==> src/rtl/intr_stack_seq.sv <==
module intr_stack_seq #(
  parameter logic [7:0]  STACK_PAGE = 8'h01,
  parameter logic [15:0] IRQ_VEC    = 16'hFFFE,
  parameter logic [15:0] NMI_VEC    = 16'hFFFA,
  parameter logic [7:0]  RST_STATUS = 8'h32,
  parameter logic [7:0]  RST_SP     = 8'hFF
) (
  input  logic        clk,
  input  logic        rst_n,
  input  logic [1:0]  req_lines,
  input  logic        boundary,
  input  logic        op_valid,
  input  logic [1:0]  op_code,
  input  logic [15:0] pc_in,
  output logic        mem_valid,
  output logic        mem_write,
  output logic [15:0] mem_addr,
  output logic [7:0]  mem_wdata,
  input  logic        mem_ready,
  input  logic [7:0]  mem_rdata,
  output logic        busy,
  output logic        done,
  output logic        pc_load,
  output logic [15:0] new_pc,
  output logic [7:0]  status,
  output logic [7:0]  sp
);
  localparam logic [2:0] K_BRK = 3'd0, K_PHP = 3'd1, K_PLP = 3'd2, K_RTI = 3'd3,
                         K_IRQ = 3'd4, K_NMI = 3'd5;
  localparam logic [7:0] B_BIT = 8'h10, R_BIT = 8'h20;

  logic [1:0]  line_q, pend_q;
  logic        busy_q, done_q;
  logic [2:0]  kind_q, step_q;
  logic [15:0] ret_q, pc_q;
  logic [7:0]  sp_q, st_q;
  logic        acc, wr, last;

  wire entry    = (kind_q == K_BRK) || kind_q[2];
  wire take_irq = boundary && !busy_q && pend_q[0] && !st_q[2];
  wire take_nmi = boundary && !busy_q && !take_irq && pend_q[1];
  wire take_op  = boundary && !busy_q && !take_irq && !take_nmi && op_valid;
  wire adv      = busy_q && (!acc || mem_ready);
  wire [7:0] push_st = {st_q[7:5], (kind_q == K_BRK) || (kind_q == K_PHP), st_q[3:0]};
  wire [15:0] vec_base = (kind_q == K_NMI) ? NMI_VEC : IRQ_VEC;

  always_comb begin
    acc  = 1'b0;
    wr   = 1'b0;
    last = 1'b0;
    case (kind_q)
      K_PHP: begin acc = (step_q == 3'd1); wr = 1'b1; last = (step_q == 3'd2); end
      K_PLP: begin acc = (step_q == 3'd2); last = (step_q == 3'd3); end
      K_RTI: begin acc = (step_q >= 3'd2) && (step_q <= 3'd4); last = (step_q == 3'd5); end
      default: begin acc = (step_q >= 3'd2); wr = (step_q <= 3'd4); last = (step_q == 3'd6); end
    endcase
  end

  always_comb begin
    if (entry && !wr) mem_addr = vec_base + {15'd0, step_q == 3'd6};
    else if (wr)      mem_addr = {STACK_PAGE, sp_q};
    else              mem_addr = {STACK_PAGE, sp_q + 8'd1};
    if (entry && step_q == 3'd2)      mem_wdata = ret_q[15:8];
    else if (entry && step_q == 3'd3) mem_wdata = ret_q[7:0];
    else                              mem_wdata = push_st;
  end

  wire rd     = acc && !wr;
  wire rd_st  = rd && ((kind_q == K_PLP) || (kind_q == K_RTI && step_q == 3'd2));
  wire rd_lo  = rd && ((kind_q == K_RTI && step_q == 3'd3) || (entry && step_q == 3'd5));
  wire rd_hi  = rd && ((kind_q == K_RTI && step_q == 3'd4) || (entry && step_q == 3'd6));

  always_ff @(posedge clk) begin
    if (!rst_n) begin
      line_q <= 2'b00;
      pend_q <= 2'b00;
      busy_q <= 1'b0;
      done_q <= 1'b0;
      kind_q <= K_BRK;
      step_q <= 3'd0;
      ret_q  <= 16'd0;
      pc_q   <= 16'd0;
      sp_q   <= RST_SP;
      st_q   <= RST_STATUS;
    end else begin
      line_q <= req_lines;
      for (int i = 0; i < 2; i++)
        if (req_lines[i] != line_q[i]) pend_q[i] <= req_lines[i];
      if (take_irq) pend_q[0] <= 1'b0;
      if (take_nmi) pend_q[1] <= 1'b0;
      done_q <= 1'b0;
      if (take_irq || take_nmi || take_op) begin
        busy_q <= 1'b1;
        step_q <= 3'd0;
        kind_q <= take_irq ? K_IRQ : take_nmi ? K_NMI : {1'b0, op_code};
        ret_q  <= (take_op && op_code == 2'd0) ? pc_in + 16'd2 : pc_in;
      end else if (adv) begin
        step_q <= step_q + 3'd1;
        if (acc && wr) sp_q <= sp_q - 8'd1;
        if (rd && !entry) sp_q <= sp_q + 8'd1;
        if (entry && wr && step_q == 3'd4) st_q[2] <= 1'b1;
        if (rd_st) st_q <= mem_rdata | R_BIT;
        if (rd_lo) pc_q[7:0] <= mem_rdata;
        if (rd_hi) pc_q[15:8] <= mem_rdata;
        if (last) begin
          busy_q <= 1'b0;
          done_q <= 1'b1;
        end
      end
    end
  end

  assign mem_valid = busy_q && acc;
  assign mem_write = wr;
  assign busy      = busy_q;
  assign done      = done_q;
  assign pc_load   = done_q && (entry || kind_q == K_RTI);
  assign new_pc    = pc_q;
  assign status    = st_q;
  assign sp        = sp_q;

  assert_mask_R1: assert property (@(posedge clk) disable iff (!rst_n)
    (busy_q && step_q == 3'd0 && kind_q == K_IRQ) |-> !$past(st_q[2]));
  assert_pend_clr_R10: assert property (@(posedge clk) disable iff (!rst_n)
    ($rose(busy_q) && kind_q == K_NMI) |-> !pend_q[1]);
  assert_push_sp_R3: assert property (@(posedge clk) disable iff (!rst_n)
    (mem_valid && mem_write && mem_ready) |=> (sp_q == $past(sp_q) - 8'd1));
  assert_stack_page_R3: assert property (@(posedge clk) disable iff (!rst_n)
    (mem_valid && mem_write) |-> (mem_addr[15:8] == STACK_PAGE));
  assert_disable_set_R4: assert property (@(posedge clk) disable iff (!rst_n)
    (done_q && entry) |-> st_q[2]);
  assert_bit5_R8: assert property (@(posedge clk) disable iff (!rst_n) st_q[5]);
  assert_vector_R6: assert property (@(posedge clk) disable iff (!rst_n)
    (mem_valid && !mem_write && mem_addr[15:8] != STACK_PAGE) |-> (mem_addr[15:1] == vec_base[15:1]));
  assert_stall_R11: assert property (@(posedge clk) disable iff (!rst_n)
    (mem_valid && !mem_ready) |=> (mem_valid && $stable(mem_addr) && $stable(sp_q) && $stable(st_q)));
endmodule

==> config.mk <==
export PLATFORM = sky130hd
export DESIGN_NAME = intr_stack_seq
export DESIGN_NICKNAME = d
export VERILOG_FILES = /design/src/rtl/intr_stack_seq.sv
export SDC_FILE = /design/constraint.sdc
export NUM_CORES = 1
export LEC_CHECK = 0
export ABC_AREA = 1
export BUFFER_PORTS_ARGS = -buffer_cell sky130_fd_sc_hd__buf_2
export CORE_MARGIN = 2
export CORE_UTILIZATION = 54
export CTS_CLUSTER_SIZE = 20
export DETAILED_ROUTE_END_ITERATION = 12
export GPL_ROUTABILITY_DRIVEN = 0
export GPL_TIMING_DRIVEN = 0
export PLACE_DENSITY = 0.85
export SYNTH_ARGS = -nofsm -noshare
export SYNTH_HDL_FRONTEND = slang
export SYNTH_SLANG_ARGS = --single-unit
==> constraint.sdc <==
create_clock -name clk -period 2.4 [get_ports clk]
set_input_delay 0.12 -clock clk [delete_from_list [all_inputs] [get_ports clk]]
set_output_delay 0.12 -clock clk [all_outputs]
set_load 0.1 [all_outputs]
Word level (Yosys, flattened, before mapping)
Cells that the tools add are included.
{"block": "op_classes", "eq_ne": 12, "add_sub_neg": 5, "n_lt_le_gt_ge": 2, "reduce_logical": 61, "n_bitwise": 3, "muxes": 19}
{"cell": "$mux 8", "n": 5}
{"cell": "$mux 16", "n": 2}
{"cell": "$logic_and 1x1->1", "n": 28}
{"cell": "$add 16x2->16 const B", "n": 1}
{"cell": "$reduce_and 3->1", "n": 5}
{"cell": "$eq 3x2->1 const B", "n": 4}
{"cell": "$eq 3x3->1 const B", "n": 4}
{"cell": "$mux 3", "n": 4}
{"cell": "$logic_or 1x1->1", "n": 9}
{"cell": "$add 8x1->8 const B", "n": 1}
{"cell": "$reduce_bool 2->1", "n": 4}
{"cell": "$reduce_or 2->1", "n": 4}
{"cell": "$sub 8x1->8 const B", "n": 1}
{"cell": "$logic_not 1->1", "n": 7}
{"cell": "$eq 3x1->1 const B", "n": 2}
{"cell": "$pmux 1 s3", "n": 2}
{"cell": "$add 4x2->5", "n": 1}
{"cell": "$mux 1", "n": 5}
{"cell": "$add 3x1->3 const B", "n": 1}
{"cell": "$ge 3x2->1 const B", "n": 1}
{"cell": "$le 3x3->1 const B", "n": 1}
{"cell": "$logic_not 3->1", "n": 1}
{"cell": "$not 1->1", "n": 3}
{"cell": "$reduce_or 3->1", "n": 1}
{"cell": "other kinds (4)", "n": 5}
{"block": "totals", "output_inout_bits": 61, "register_bits": 59}

Depth between registers and ports, before layout
{"block": "depth", "depth_word": 13, "depth_mapped": 14, "depth_no_buf": 13}

Worst setup path before layout
No wires, ideal clock.
{"block": "synth_timing", "path_type": "reg2out", "startpoint": "reg kind_q[2]", "endpoint": "out mem_addr[1]", "path_slack_ns": -1.678, "path_stages_with_launch": 8, "n_path_buf": 1, "t_required_ns": 2.280, "t_arrival_ns": 3.958, "cell_sequence": "dfxtp_1 -> inv_2 -> nand2_1 -> inv_1 -> o21ai_2 -> inv_2 -> buf_4 -> o21ai_0"}
{"block": "synth_between", "elab_chain_len": 6, "word_cells_on_any_way": 11, "cone_classes": "eq/ne: 3; mux: 3; reduce/logical: 5"}
{"item": "start: declaration", "line_no": "34", "rtl": "logic [2:0] kind_q, step_q;"}
{"item": "start signal: assignment", "line_no": "95", "rtl": "kind_q <= take_irq ? K_IRQ : take_nmi ? K_NMI : {1'b0, op_code};"}
{"item": "$eq 3x2->1", "line_no": "51", "rtl": "case (kind_q)"}
{"item": "$reduce_or 2->1 (no source line)"}
{"item": "$pmux 1 s2 (*)", "line_no": "51"}
{"item": "net mem_write", "line_no": "16", "rtl": "output logic mem_write,"}
{"item": "$logic_not 1->1", "line_no": "60", "rtl": "if (entry && !wr) mem_addr = vec_base + {15'd0, step_q == 3'd6};"}
{"item": "$logic_and 1x1->1", "line_no": "60"}
{"item": "$mux 16 (*)", "line_no": "60"}
{"item": "end: declaration", "line_no": "17", "rtl": "output logic [15:0] mem_addr,"}
The timed path passes the listed nets; every way through them passes the cells marked *.

Worst setup path in the final report
{"block": "layout_timing", "startpoint": "reg step_q[0]", "endpoint": "out mem_wdata[2]"}
{"block": "layout_between", "elab_chain_len": 4, "word_cells_on_any_way": 6, "cone_classes": "eq/ne: 2; mux: 2; reduce/logical: 2"}
{"item": "start: declaration", "line_no": "34"}
{"item": "start signal: assignment", "line_no": "98", "rtl": "step_q <= step_q + 3'd1;"}
{"item": "$eq 3x2->1", "line_no": "64", "rtl": "else if (entry && step_q == 3'd3) mem_wdata = ret_q[7:0];"}
{"item": "$logic_and 1x1->1", "line_no": "64"}
{"item": "$mux 8", "line_no": "64"}
{"item": "$mux 8 (*)", "line_no": "63", "rtl": "if (entry && step_q == 3'd2) mem_wdata = ret_q[15:8];"}
{"item": "end: declaration", "line_no": "18", "rtl": "output logic [7:0] mem_wdata,"}
Every way passes the cells marked *; elsewhere a longest branch is shown, timed or not.

==> metrics.md <==
| Metric | Value |
|---|---|
| Outcome | complete, but fails checks |
| Violated checks | negative hold slack |
| Crit share post-route | 95.48% |
| Final setup viols | 0 |
| Global-route wire length before repair | approximately 17000 um |
| Vias in the first global route | slightly below 4000 |
| Initial core utilization | a little under three fifths |
| Avg Cell Area, Syn | between 6 and 7 sq um |
| Slowest Stage Delay on Critical Path | 0.36 ns |
| Remaining DRCs | 0 |
| Commonest non-fill, non-tap cell in the layout | nand2_1 |
| Drt total wl | 10340 um |
| FMAX | ~440 MHz |
| Setup Crit Path Kind | register to output pin |
| Drt pass-1 iters | 5 |
| Antenna Nets Post-Route | 0 |
| Fin. max-slew vios | 0 |
| Vias per inst | between 5 and 6 |
| Yosys cell types | 35 |
| Mapped Cells | ~600 |
| Port bufs | 90 |
| Sw Ratio | between 30% and 40% |
| Buffers & Inverters on Critical Path | 4 |
| Fin area | between 4000 and 5000 sq um |
| Max FO, Critical Path | 10 |
| Sw power | between 0.9 and 1 mW |
| Power per Cell Area | approximately 550 nW/um^2 |
| Worst hold slack | -0.004117 ns |
| Most frequent cells in the layout | nand2_1, buf_2, inv_1 |
| #FFs+latches synth | 59 |
| Dpl cell area | about 4500 sq um |
| WL/cell | 12.79 um |
| FP Rows | 30 |
| Clk pwr share | 35.4% |
| CP max stage cell | dfxtp_2 |
| Clock skew | between 0.01 and 0.015 ns |
| Die area | 7775 sq um |
| DR vias | about 4200 |
| CTS Buf Count | 9 |
| Clock sinks | slightly below 60 |
| CTS tree | built |
| Sequential power share | between 40% and 50% |
| Area share of the largest cell type after synthesis | a little under a third |
| Combinational power share | 23.8% |
| Total power | around 2.6 mW |
| Worst Hold Class | input port to register |
| Synthesized cell area | ~3800 sq um |
| DP HPWL | 7865 um |
| Top Family by Delay on Critical Path | buffers and inverters |
| Crit path capture type | output pin |
| Relative slew slack | between 50% and 60% |
| Starting DRC count in detailed routing | 263 |
| Int Pwr | between 1.5 and 2 mW |
| GRT overflow | 0 |
| Final Hold Vio Count | 1 |
| Ys Warns | 0 |
| Final-stage net count | 747 |
| Crit path DAT | between 2 and 2.5 ns |
| Gr usage total | a little over a quarter |
| Register area share after synthesis | approximately 31% |
| Die Y | slightly below 90 um |
| Critical path, cell by cell | inv_1, ha_1, inv_1, nor2_2, nand2_2, clkbuf_4, o22ai_2, buf_4 |
| Clk buf depth | 2 |
| Antenna fix cells | 0 |
| Setup TNS | 0 ns |
| Die width | approximately 88 um |
| CP startpoint kind | register |
| Worst VDD drop | approximately 0.0004 V |
| Top cells by area, synth | dfxtp_1, nand2_1, inv_1 |
| Pin count of the biggest net entering global routing | 13 |
| Leak | roughly 2.5 nW |
| CTS HTree Levels | 3 |
| Fillers | a little under 600 |
| Slew @ Worst Pin | about 0.60 ns |
| PnR worst setup slack | 0.1086 ns |
| Most frequent CP cell | inv_1 |
| Synth area leader | dfxtp_1 |
| I/O pin count | 94 |
| DP Worst Slack | around 0.077 ns |
| Worst-Skew Late Latency | about 0.35 ns |
| Fraction of layout cells with a size suffix above 1 | between 20% and 30% |
| Area Growth Syn to Fin | 25.05% |
| Clk root buf | clkbuf_8 |
| Worst-path clk slew | roughly 0.070 ns |
| Crit path time final | around 2.3 ns |
| CP required | roughly 2.3 ns |
| Total core area | 6832 sq um |
| Initial antenna violation count | 0 |
| Max Cap Viol | 0 |
[area by class of cell]
| class | count | area [sq um] | area share, % |
|---|---|---|---|
| plain buffers | 24 | 170.2 | 3.556 |
| clock buffers | 9 | 123.9 | 2.589 |
| clock inverters | 7 | 77.57 | 1.621 |
| inverters | 88 | 334.1 | 6.982 |
| multi-input cells | 431 | 2251 | 47.04 |
| flip-flops and latches | 59 | 1186 | 24.79 |
| well taps | 96 | 120.1 | 2.510 |
| repair buffers | 94 | 521.8 | 10.90 |
[Yosys cell counts (all sizes together)]
master and count:
buf 20, a21o 1, clkbuf 5, nand3 59, nor3 6, ha 7, nand4 7, o22ai 7
o21a 1, o21ai 37, xnor2 5, nor3b 1, xor2 16, a31oi 1, conb 1, nand2 154
dfxtp 59, nor2 93, inv 88, a21oi 23, a211oi 3, nand3b 1, o211ai 7
[path summary, 6_finish.rpt]
check                                   from      endpoint  slack (ns)  cells past startpoint
worst max register to register     step_q[0]    new_pc[14]        0.26                     13
worst min-delay path            mem_rdata[4]     status[4]      -0.004                      3
worst max-delay path               step_q[0]  mem_wdata[2]        0.11                      8
worst min register to register     line_q[1]     pend_q[1]        0.42                      1
[power by group through the flow]
| stage | clock, mW | sequential, mW | combinational (mW) |
|---|---|---|---|
| final | 0.931 | 1.07 | 0.626 |
| after detailed placement | 0 | 1.09 | 0.602 |
| after CTS | 0.932 | 1.07 | 0.617 |
| after global routing | 0.973 | 1.08 | 0.682 |
| after global placement | 0 | 1.09 | 0.591 |
| after floorplan | 0 | 1.11 | 0.442 |
[cells by family (layout without fill, tap and decap cells)]
kind of cell / Yosys count / in the layout / share of synthesized area [%]
AND/OR/NAND/NOR: 321 / 321 / 37.31
buffers and inverters: 113 / 222 / 12.92
AO/OA/AOI/OAI: 80 / 80 / 11.71
flip-flops: 59 / 59 / 30.87
XOR/XNOR: 21 / 21 / 4.807
adder cells (fa/ha/maj): 7 / 7 / 2.289
other: 1 / 2 / 0.09801
[state kept, by name, indices dropped and copies added (netlist names)]
name,count
new_pc,16
ret_q,16
sp,8
status,7
kind_q,3
step_q,3
line_q,2
pend_q,2
busy,1
done,1
[worst register-to-register path, stage by stage, from the launching register on]
cell     delay (ns)
dfxtp_2        0.36
inv_1          0.09
ha_1           0.19
inv_1          0.07
nor2_2         0.21
inv_1          0.09
nor2_1         0.17
nor2_2         0.08
nand2_4        0.12
nand2_1        0.10
nor2_2         0.27
nand3_1        0.14
nand2_1        0.09
nor2_1         0.04
[per-stage QoR]
stage	hold WS [ns]	utilization, %	cells
2_1_floorplan	0.2135	-	603
3_3_place_gp	0.3288	65.79	789
3_5_place_dp	0.3379	65.79	789
4_1_cts	0.002983	69.54	807
5_1_grt	0.01221	70.04	808
6_report	-0.004117	70.04	808
[layer usage]
metal	vias to the layer above	track usage, %	wire, um
li1	2107	-	-
met1	1929	33.62	4320
met2	158	48.53	5142
met3	22	3.770	644
met4	0	10.47	231
met5	-	0	0
[timing repair]
| item | 4_1_cts | 5_1_grt |
|---|---|---|
| hold endpoints to repair | 2 | 0 |
| gates resized for setup | 12 | 8 |
| hold buffers | 2 | 0 |
| setup endpoints to repair | 8 | 9 |
| pin swaps | 0 | 1 |
| setup buffers | 0 | 2 |
| gates cloned | 0 | 0 |
Note: power is estimated with default switching activity, not from simulation.
